[config.mk]
export PLATFORM = sky130hd
export DESIGN_NAME = scan_sequencer
export DESIGN_NICKNAME = d
export VERILOG_FILES = /design/src/rtl/scanseq_pkg.sv /design/src/rtl/scanseq_ctrl.sv /design/src/rtl/scanseq_buf.sv /design/src/rtl/scanseq_rdout.sv /design/src/rtl/scan_sequencer.sv
export SDC_FILE = /design/constraint.sdc
export NUM_CORES = 1
export LEC_CHECK = 0
export ABC_AREA = 1
export BUFFER_PORTS_ARGS = -buffer_cell sky130_fd_sc_hd__buf_4
export CAP_MARGIN = 0
export CELL_PAD_IN_SITES_DETAIL_PLACEMENT = 1
export CELL_PAD_IN_SITES_GLOBAL_PLACEMENT = 1
export CORE_UTILIZATION = 50
export CTS_BUF_LIST = sky130_fd_sc_hd__clkbuf_4 sky130_fd_sc_hd__clkbuf_8
export CTS_CLUSTER_DIAMETER = 100
export DETAILED_ROUTE_END_ITERATION = 12
export PLACE_DENSITY_LB_ADDON = 0.1
export SLEW_MARGIN = 10
export SYNTH_ARGS = -nofsm -noshare
export SYNTH_HDL_FRONTEND = slang
export SYNTH_SLANG_ARGS = --single-unit
[constraint.sdc]
create_clock -name clk -period 3 [get_ports clk]
set_input_delay 0.6 -clock clk [delete_from_list [all_inputs] [get_ports clk]]
set_output_delay 0.6 -clock clk [all_outputs]
set_load 0.1 [all_outputs]
[src/rtl/scanseq_pkg.sv]
`timescale 1ns/1ps
package scanseq_pkg;
  typedef enum logic [1:0] {
    MODE_RANGE  = 2'b00,
    MODE_REPEAT = 2'b01,
    MODE_WATCH  = 2'b10,
    MODE_ONCE   = 2'b11
  } scan_mode_e;

  typedef enum logic [1:0] {
    ST_IDLE  = 2'd0,
    ST_ISSUE = 2'd1,
    ST_WAIT  = 2'd2
  } seq_state_e;
endpackage

[src/rtl/scanseq_ctrl.sv]
`timescale 1ns/1ps
module scanseq_ctrl import scanseq_pkg::*; #(
  parameter int CH_W   = 2,
  parameter int DATA_W = 12,
  parameter int REPEAT = 8,
  parameter int AW     = 3,
  parameter int LEN_W  = 4
) (
  input  logic              clk,
  input  logic              rst,
  input  logic [1:0]        cfg_mode,
  input  logic [CH_W-1:0]   cfg_sel,
  input  logic              cfg_diff,
  input  logic              cfg_refpin,
  input  logic              scan_go,
  input  logic              cdone,
  input  logic [DATA_W-1:0] cdata,
  output logic              conv_go,
  output logic [CH_W-1:0]   conv_ch,
  output logic              conv_diff,
  output logic              busy,
  output logic              excl_top,
  output logic              wr_en,
  output logic [AW-1:0]     wr_addr,
  output logic [CH_W+DATA_W-1:0] wr_data,
  output logic [LEN_W-1:0]  stored
);
  localparam logic [CH_W-1:0] TOP_CH = {CH_W{1'b1}};

  seq_state_e        state;
  logic [CH_W-1:0]   cur, step;
  logic [LEN_W-1:0]  len;
  logic              loop, lat_diff;
  logic [AW-1:0]     wr;

  // sequence plan decoded from the live configuration at start
  logic [CH_W-1:0]   top_se, top_df, p_first, p_step;
  logic [LEN_W-1:0]  p_len;
  logic              p_multi;
  always_comb begin
    top_se = cfg_sel;
    if (cfg_refpin && cfg_sel == TOP_CH) top_se = TOP_CH - CH_W'(1);
    top_df  = {cfg_sel[CH_W-1:1], 1'b0};
    p_multi = (cfg_mode == MODE_RANGE) || (cfg_mode == MODE_WATCH);
    p_first = '0;
    p_step  = '0;
    p_len   = LEN_W'(1);
    if (p_multi) begin
      if (cfg_diff) begin
        p_step = CH_W'(2);
        p_len  = LEN_W'(top_df >> 1) + LEN_W'(1);
      end else begin
        p_step = CH_W'(1);
        p_len  = LEN_W'(top_se) + LEN_W'(1);
      end
    end else begin
      p_first = cfg_sel;
      p_len   = (cfg_mode == MODE_REPEAT) ? LEN_W'(REPEAT) : LEN_W'(1);
    end
  end

  logic [LEN_W-1:0] wr_next;
  logic             at_end;
  assign wr_next = LEN_W'(wr) + LEN_W'(1);
  assign at_end  = (wr_next == len);

  always_ff @(posedge clk) begin
    if (rst) begin
      state <= ST_IDLE; conv_go <= 1'b0; conv_ch <= '0; conv_diff <= 1'b0;
      busy <= 1'b0; excl_top <= 1'b0; cur <= '0; step <= '0; len <= '0;
      loop <= 1'b0; lat_diff <= 1'b0; wr <= '0; stored <= '0;
    end else begin
      conv_go <= 1'b0;
      if (scan_go) begin
        state    <= ST_ISSUE;
        busy     <= 1'b1;
        cur      <= p_first;
        step     <= p_step;
        len      <= p_len;
        loop     <= (cfg_mode == MODE_WATCH);
        lat_diff <= cfg_diff;
        excl_top <= p_multi && !cfg_diff && cfg_refpin;
        wr       <= '0;
        stored   <= '0;
      end else begin
        case (state)
          ST_ISSUE: begin
            conv_go   <= 1'b1;
            conv_ch   <= cur;
            conv_diff <= lat_diff;
            state     <= ST_WAIT;
          end
          ST_WAIT: if (cdone) begin
            if (wr_next > stored) stored <= wr_next;
            if (at_end) begin
              if (loop) begin
                wr    <= '0;
                cur   <= '0;
                state <= ST_ISSUE;
              end else begin
                state <= ST_IDLE;
                busy  <= 1'b0;
              end
            end else begin
              wr    <= wr + AW'(1);
              cur   <= cur + step;
              state <= ST_ISSUE;
            end
          end
          default: ;
        endcase
      end
    end
  end

  assign wr_en   = (state == ST_WAIT) && cdone && !scan_go;
  assign wr_addr = wr;
  assign wr_data = {conv_ch, cdata};
endmodule

[src/rtl/scanseq_buf.sv]
`timescale 1ns/1ps
module scanseq_buf #(
  parameter int W     = 14,
  parameter int DEPTH = 8,
  parameter int AW    = 3
) (
  input  logic          clk,
  input  logic          we,
  input  logic [AW-1:0] waddr,
  input  logic [W-1:0]  wdata,
  input  logic [AW-1:0] raddr,
  output logic [W-1:0]  rdata
);
  logic [W-1:0] mem [DEPTH];

  always_ff @(posedge clk) begin
    if (we) mem[waddr] <= wdata;
    rdata <= mem[raddr];
  end
endmodule

[src/rtl/scanseq_rdout.sv]
`timescale 1ns/1ps
module scanseq_rdout #(
  parameter int CH_W   = 2,
  parameter int DATA_W = 12,
  parameter int AW     = 3,
  parameter int LEN_W  = 4
) (
  input  logic                   clk,
  input  logic                   rst,
  input  logic                   rd_open,
  input  logic                   byte_req,
  input  logic                   rd_nack,
  input  logic [LEN_W-1:0]       stored,
  input  logic [CH_W+DATA_W-1:0] entry,
  output logic [AW-1:0]          raddr,
  output logic                   rd_active,
  output logic                   rd_valid,
  output logic [7:0]             rd_byte,
  output logic                   byte_hi
);
  localparam int ENTRY_W = CH_W + DATA_W;

  logic          phase, req_d, ph_d;
  logic [AW-1:0] rptr;
  logic [LEN_W-1:0] rnext;
  assign rnext = LEN_W'(rptr) + LEN_W'(1);
  assign raddr = rptr;

  always_ff @(posedge clk) begin
    if (rst) begin
      rd_active <= 1'b0; phase <= 1'b0; rptr <= '0; req_d <= 1'b0;
      ph_d <= 1'b0; rd_valid <= 1'b0; rd_byte <= '0; byte_hi <= 1'b0;
    end else begin
      req_d <= 1'b0;
      if (rd_open) begin
        rd_active <= 1'b1;
        phase     <= 1'b0;
        rptr      <= '0;
      end else if (rd_nack) begin
        rd_active <= 1'b0;
      end else if (byte_req && rd_active) begin
        req_d <= 1'b1;
        ph_d  <= phase;
        phase <= ~phase;
        if (phase) rptr <= (rnext >= stored) ? '0 : rptr + AW'(1);
      end
      rd_valid <= req_d;
      if (req_d) begin
        byte_hi <= !ph_d;
        rd_byte <= ph_d ? entry[7:0]
                        : {1'b1, entry[ENTRY_W-1 -: CH_W], 1'b1, entry[DATA_W-1:8]};
      end
    end
  end
endmodule

[src/rtl/scan_sequencer.sv]
`timescale 1ns/1ps
module scan_sequencer #(
  parameter int CH_W   = 2,
  parameter int DATA_W = 12,
  parameter int REPEAT = 8
) (
  input  logic              clk,
  input  logic              rst,
  input  logic [1:0]        cfg_mode,
  input  logic [CH_W-1:0]   cfg_sel,
  input  logic              cfg_diff,
  input  logic              cfg_refpin,
  input  logic              scan_go,
  output logic              conv_go,
  output logic [CH_W-1:0]   conv_ch,
  output logic              conv_diff,
  input  logic              cdone,
  input  logic [DATA_W-1:0] cdata,
  output logic              scan_busy,
  input  logic              rd_open,
  input  logic              byte_req,
  input  logic              rd_nack,
  output logic              rd_active,
  output logic              rd_valid,
  output logic [7:0]        rd_byte
);
  localparam int NUM_CH  = 1 << CH_W;
  localparam int DEPTH   = (REPEAT > NUM_CH) ? REPEAT : NUM_CH;
  localparam int AW      = $clog2(DEPTH);
  localparam int LEN_W   = $clog2(DEPTH + 1);
  localparam int ENTRY_W = CH_W + DATA_W;

  logic               wr_en, excl_top, byte_hi;
  logic [AW-1:0]      wr_addr, raddr;
  logic [ENTRY_W-1:0] wr_data, entry;
  logic [LEN_W-1:0]   stored;

  scanseq_ctrl #(.CH_W(CH_W), .DATA_W(DATA_W), .REPEAT(REPEAT), .AW(AW), .LEN_W(LEN_W)) u_ctrl (
    .clk(clk), .rst(rst), .cfg_mode(cfg_mode), .cfg_sel(cfg_sel), .cfg_diff(cfg_diff),
    .cfg_refpin(cfg_refpin), .scan_go(scan_go), .cdone(cdone), .cdata(cdata),
    .conv_go(conv_go), .conv_ch(conv_ch), .conv_diff(conv_diff), .busy(scan_busy),
    .excl_top(excl_top), .wr_en(wr_en), .wr_addr(wr_addr), .wr_data(wr_data), .stored(stored)
  );

  scanseq_buf #(.W(ENTRY_W), .DEPTH(DEPTH), .AW(AW)) u_buf (
    .clk(clk), .we(wr_en), .waddr(wr_addr), .wdata(wr_data), .raddr(raddr), .rdata(entry)
  );

  scanseq_rdout #(.CH_W(CH_W), .DATA_W(DATA_W), .AW(AW), .LEN_W(LEN_W)) u_rd (
    .clk(clk), .rst(rst), .rd_open(rd_open), .byte_req(byte_req), .rd_nack(rd_nack),
    .stored(stored), .entry(entry), .raddr(raddr), .rd_active(rd_active),
    .rd_valid(rd_valid), .rd_byte(rd_byte), .byte_hi(byte_hi)
  );
endmodule

# After elaboration in Yosys (flattened, before gate mapping)
# Memory sizes are Yosys's and may differ from the RTL's. A register that Yosys moved wholly into a read port is not among the register bits.
# Cells that the tools add are included.
[word_totals]
ff_bits = 40
latch_bits = 0
mem_bits_rw = 112
output_inout_bits = 15
rom_bits = 0
in_bits = 25
n_memories = 1
elab_cells = 103
[classes]
bitwise = 4
muxes = 32
n_reduce_logical = 26
div_mod_pow = 0
eq_ne = 11
n_lt_le_gt_ge = 2
shift = 0
add_sub_neg = 7
n_mul = 0
[mem_list]
columns = ["name", "words", "word_bits", "read_ports", "rd_ports_with_merged_regs", "write_ports", "line_no", "source"]
rows = [
  ["u_buf.mem", 8, 14, 1, 1, 1, "scanseq_buf.sv:14", "logic [W-1:0] mem [DEPTH];"],
]
[ops]
columns = ["op", "count"]
rows = [
  ["2-bit two-way mux", 10],
  ["3-bit AND reduction", 5],
  ["1-bit two-way mux", 14],
  ["4-bit two-way mux", 3],
  ["2-bit nonzero test", 5],
  ["3-bit two-way mux", 3],
  ["3-bit by 1-bit adder with 4-bit output, second input constant", 2],
  ["8-bit two-way mux", 1],
  ["2-bit AND reduction", 4],
  ["3-bit by 1-bit adder with 3-bit output, second input constant", 2],
  ["2-bit equality test, second input constant", 3],
  ["2-bit by 1-bit equality test with 1-bit output, second input constant", 2],
  ["4-bit equality test", 1],
  ["4-bit greater-or-equal comparator", 1],
  ["4-bit > comparator", 1],
  ["1-bit logical AND", 4],
  ["2-bit != test, second input constant", 2],
  ["1-bit NOT", 4],
  ["2-bit case mux with 2 select lines", 1],
  ["4-bit AND reduction", 1],
  ["2-bit OR reduction", 2],
  ["2-bit by 1-bit adder with 3-bit output, second input constant", 1],
  ["3-bit by 2-bit != test with 1-bit output, second input constant", 1],
  ["3-bit != test, second input constant", 1],
  ["8 further kinds", 8],
]

# Depth between registers and ports, before layout
[depth]
word_depth = 6
mapped_depth = 11
mapped_depth_nobuf = 11

# Cells and area by module
# From an unflattened synthesis, not the netlist that was laid out.
[hier_totals]
cells_unflattened = 817
hier_area_um2 = 7417.1
[modules_own_cells]
columns = ["mod", "seq_area_each_um2", "instances", "cells_per_inst", "area_per_inst_um2"]
rows = [
  ["scanseq_buf", 3643.5, 1, 515, 5262.5],
  ["scanseq_ctrl", 500.5, 1, 205, 1390.1],
  ["scanseq_rdout", 340.3, 1, 97, 764.5],
]

# Least setup slack after synthesis
# OpenSTA, ideal clock, no wires.
[synth_path]
path_kind = "input -> register"
startpoint = "input cdone"
endpoint = "memory u_buf.mem[5][0], enable pin"
setup_time_ps = 421
slack_ps = 268
t_arrival_ps = 2311
path_buffers = 0
stages = 4
required_ps = 2579
path_cell_list = "nand3_1 > nor2_1 > inv_1 > nor4_1"
[synth_between]
elab_chain_len = 4
[synth_lines]
columns = ["item", "line_no", "source"]
rows = [
  ["start: declaration", "scan_sequencer.sv:17", "input logic cdone,"],
  ["1-bit logical AND (2 in series)", "scanseq_ctrl.sv:116", "assign wr_en = (state == ST_WAIT) && cdone && !scan_go;"],
  ["1-bit two-way mux", "scanseq_buf.sv:17", "if (we) mem[waddr] <= wdata;"],
  ["1-bit two-way mux (not written as such)", "scanseq_buf.sv:17", ""],
  ["end: declaration", "scanseq_buf.sv:14", ""],
]
# Every way passes these cells.

# Worst setup path in the final report
[layout_path]
startpoint = "register u_ctrl.wr[0], in the netlist u_ctrl.wr_addr[0]"
endpoint = "register u_ctrl.stored[1]"
[layout_between]
elab_chain_len = 3
[layout_lines]
columns = ["item", "line_no", "source"]
rows = [
  ["start: declaration", "scanseq_ctrl.sv:34", "logic [AW-1:0] wr;"],
  ["start signal: assignment", "scanseq_ctrl.sv:105", "wr <= wr + AW'(1);"],
  ["3-bit by 1-bit adder with 4-bit output", "scanseq_ctrl.sv:64", "assign wr_next = LEN_W'(wr) + LEN_W'(1);"],
  ["via u_ctrl.wr_next[2]", "scanseq_ctrl.sv:62", "logic [LEN_W-1:0] wr_next;"],
  ["4-bit > comparator", "scanseq_ctrl.sv:94", "if (wr_next > stored) stored <= wr_next;"],
  ["3-bit AND reduction (no source line)", "-", ""],
  ["end signal: assignment", "scanseq_ctrl.sv:94", ""],
  ["end: declaration", "scanseq_ctrl.sv:26", "output logic [LEN_W-1:0] stored"],
]
# The timed path passes the listed nets, and every way through them passes these cells.
# A chain may end at the register's enable or synchronous reset.

==> flow_summary.json <==
{
  "switchingPower_mw": 0.909,
  "synth-async-reset-ratio": 0,
  "period_share": 0.740,
  "overflow": 0,
  "die_width_um": 117,
  "syn_area_um2": 6630,
  "report.power.total_mw": 4.18,
  "core.rowCount": 41,
  "fp.dieH_um": 117,
  "average_routed_wire_per_standard_cell_um": 19.1,
  "cts_htree_levels": 4,
  "max-vdd-ir-drop_mv": 0.523,
  "path_category_of_the_worst_min_delay_check": "in2reg",
  "max_stage_delay_ps": 540,
  "global_route_wire_length_before_repair_um": 25000,
  "tritoncts": "built",
  "layout_min_cycle_time_ps": 2220,
  "drc": 0,
  "io_pins": 40,
  "vias_per_cell": 5.50,
  "final_nets": 694,
  "syn_area_per_cell_um2": 10.9,
  "power_frac_clock": 0.369,
  "flow.area_growth_from_synthesis_pct": 13.7,
  "slew_viol_final": 0,
  "mostFrequentLayoutCell": "sky130_fd_sc_hd__edfxtp_1",
  "worst_ep_required_time_ps": 3340,
  "drv.max_cap_violation_count": 0,
  "numPlacedInstances": 810,
  "drt-initial-drc-count": 337,
  "buffer_ports.inserted": 39,
  "first_global_vias": 4721,
  "antenna_diode_count": 0,
  "final_cell_count_no_fill": 841,
  "route.top_layer_used": "met4",
  "met1_length_um": 7180,
  "worst_pin_slew_ps": 744,
  "clkTransAtPathRegs_ps": 80,
  "ys.warnings.count": 0,
  "netlist_instances": 609,
  "post-cts-setup-buffer-count": 0,
  "max_freq_ghz": 0.450,
  "cts.path.max_buffers": 2,
  "p_int_mw": 3.27,
  "postCtsResizedCells": 0,
  "outcome": "complete, no violations",
  "largest_fanout_of_any_net_on_the_critical_path": 8,
  "startpoint_type": "register",
  "layout_utilization": 0.590,
  "synth_enable_flop_cells": 112,
  "cts_num_sinks": 166,
  "timing.final.hold_violations": 0,
  "route.vias.total": 4629,
  "path_buf_inv": 1,
  "synth_cell_type_count": 37,
  "seq_power_share": 0.589,
  "drt_wl_total_um": 16100,
  "initial_utilization": 0.519,
  "critPathArrivalTime_ps": 2560,
  "timing.critical_path.max_delay_family": "flip-flops",
  "detailed_placement_wirelength_estimate_um": 11200,
  "setup_viol": 0,
  "number_of_buffers_created_by_cts": 17,
  "power.density_nw_per_um2": 554,
  "setup_repair_after_global_routing_missed_its_margin": "false",
  "critPathKind": "reg2reg",
  "finalClockSkew_ps": 7.85,
  "max-slew-margin-rel": 0.504,
  "route.met2.wl_um": 7880,
  "globalRouteTotalUtil": 0.254,
  "synthesis.nets": 646,
  "timing.critical_path.slowest_stage_cell": "sky130_fd_sc_hd__dfxtp_1",
  "pin_count_of_the_biggest_net_entering_global_routing": 59,
  "most-common-layout-cells": "sky130_fd_sc_hd__edfxtp_1 (112), sky130_fd_sc_hd__nor2_1 (111), sky130_fd_sc_hd__nand2_1 (98), sky130_fd_sc_hd__buf_4 (57), sky130_fd_sc_hd__dfxtp_1 (53)",
  "drive_gt1_frac": 0.158,
  "clock-root-buffer": "sky130_fd_sc_hd__clkbuf_8",
  "switching_share": 0.218,
  "critical_path_cell_by_cell": "ha_1 > nand2_1 > nand2_2 > inv_1 > ha_1 > a41oi_1 > nand3_1 > nand2_1 > nor2_1",
  "clock_latency_ps": 450,
  "detailroute.wirelength.met3_um": 809,
  "setup_total_negative_slack_ps": 0,
  "finalWeightedCongestion": 0.875,
  "ys_ff_latch": 166,
  "dominantRegCellSynth": "sky130_fd_sc_hd__edfxtp_1",
  "count_of_tritonroute_iterations_in_the_first_routing_pass": 5,
  "cts_hold_buf": 0,
  "pwr-share-comb": 0.042,
  "core_area_um2": 12800,
  "route.antenna.remaining_nets": 0,
  "leakagePower_nw": 2.83,
  "fp.dieArea_um2": 13700,
  "yosysSeqAreaShare": 0.670,
  "antenna_found_initial": 0,
  "worst_setup_path_end_kind": "register"
}
-- state kept, by name, indices dropped and copies added, names as in the netlist, 2 cells and up --
signal / flops
u_buf.rdata: 14
u_ctrl.conv_ch: 2
u_buf.mem: 112
u_ctrl.stored: 4
u_rd.raddr: 3
u_rd.rd_byte: 8
u_ctrl.step: 2
u_ctrl.wr_addr: 3
u_ctrl.cur: 2
u_ctrl.len: 4
u_ctrl.state: 2
-- worst register-to-register path, stage by stage (launching register included) --
cell,delay (ps)
sky130_fd_sc_hd__dfxtp_1,540
sky130_fd_sc_hd__ha_1,230
sky130_fd_sc_hd__nand2_1,90
sky130_fd_sc_hd__nand2_2,120
sky130_fd_sc_hd__inv_1,50
sky130_fd_sc_hd__ha_1,300
sky130_fd_sc_hd__a41oi_1,510
sky130_fd_sc_hd__nand3_1,160
sky130_fd_sc_hd__nand2_1,100
sky130_fd_sc_hd__nor2_1,40
-- metal layers --
metal	vias up	GRT usage
li1	2209	-
met1	2291	0.330
met2	108	0.415
met3	21	0.0705
met4	0	0.0819
met5	-	0
-- path summary, 6_finish.rpt --
kind / from / to / slack [ps] / cells after the start
worst min register to register: u_buf.rdata[13] / u_rd.rd_byte[6] / 450 / 2
worst min-delay path: cdata[3] / u_buf.mem[3][3] / 390 / 1
worst max register to register: u_ctrl.wr_addr[0] / u_ctrl.stored[1] / 780 / 9
worst max-delay path: u_ctrl.wr_addr[0] / u_ctrl.stored[1] / 780 / 9
-- cells by family (layout without fill, tap and decap cells) --
kind of cell,after synthesis,after routing,share of synthesized area
AND/OR/NAND/NOR,248,248,0.154
flip-flops,166,166,0.670
AO/OA/AOI/OAI,111,111,0.106
buffers and inverters,69,129,0.0432
adder cells (fa/ha/maj),12,12,0.0226
XOR/XNOR,3,3,0.00396
-- synth_stat cells (2+ instances only) --
cell type,count,share of area
sky130_fd_sc_hd__buf_2,7,0.0053
sky130_fd_sc_hd__dfxtp_1,54,0.16
sky130_fd_sc_hd__inv_2,2,0.0011
sky130_fd_sc_hd__o21ai_0,39,0.029
sky130_fd_sc_hd__inv_1,39,0.022
sky130_fd_sc_hd__clkbuf_1,15,0.0085
sky130_fd_sc_hd__buf_4,3,0.0034
sky130_fd_sc_hd__nand3_1,21,0.016
sky130_fd_sc_hd__buf_1,2,0.0011
sky130_fd_sc_hd__a21oi_1,32,0.024
sky130_fd_sc_hd__ha_1,12,0.023
sky130_fd_sc_hd__nand2_1,98,0.055
sky130_fd_sc_hd__o221a_2,2,0.0034
sky130_fd_sc_hd__edfxtp_1,112,0.51
sky130_fd_sc_hd__nand2_2,4,0.0038
sky130_fd_sc_hd__xnor2_1,2,0.0026
sky130_fd_sc_hd__nor2_2,2,0.0019
sky130_fd_sc_hd__o32ai_1,29,0.038
sky130_fd_sc_hd__nor2_1,111,0.063
sky130_fd_sc_hd__nand4_1,2,0.0019
sky130_fd_sc_hd__nor3_1,4,0.0030
sky130_fd_sc_hd__a211oi_1,2,0.0023
-- power groups by stage --
stage          sequential (mW)  clock, mW  combinational, mW
6_report                  2.46       1.54              0.175
5_1_grt                   2.46       1.65              0.191
4_1_cts                   2.46       1.57              0.176
3_5_place_dp              2.51          0              0.175
3_3_place_gp              2.51          0              0.171
2_1_floorplan             2.55          0             0.0657
-- per-stage QoR --
step,instance area (um2),hold slack [ps],setup WS (ps)
after floorplan,6630,420,268
after global placement,7170,438,876
after detailed placement,7170,448,708
after CTS,7540,354,818
after global routing,7540,361,559
final,7540,389,780
-- cell type report --
cell class / instances / area [um2]
Inverter: 41 / 154
Sequential cell: 166 / 4450
Tap cell: 172 / 215
Fill cell: 1374 / 5230
Clock buffer: 21 / 264
Clock inverter: 10 / 106
Multi-Input combinational cell: 374 / 1930
Timing Repair Buffer: 57 / 428
No activity file was read; power rests on OpenSTA's default activity.
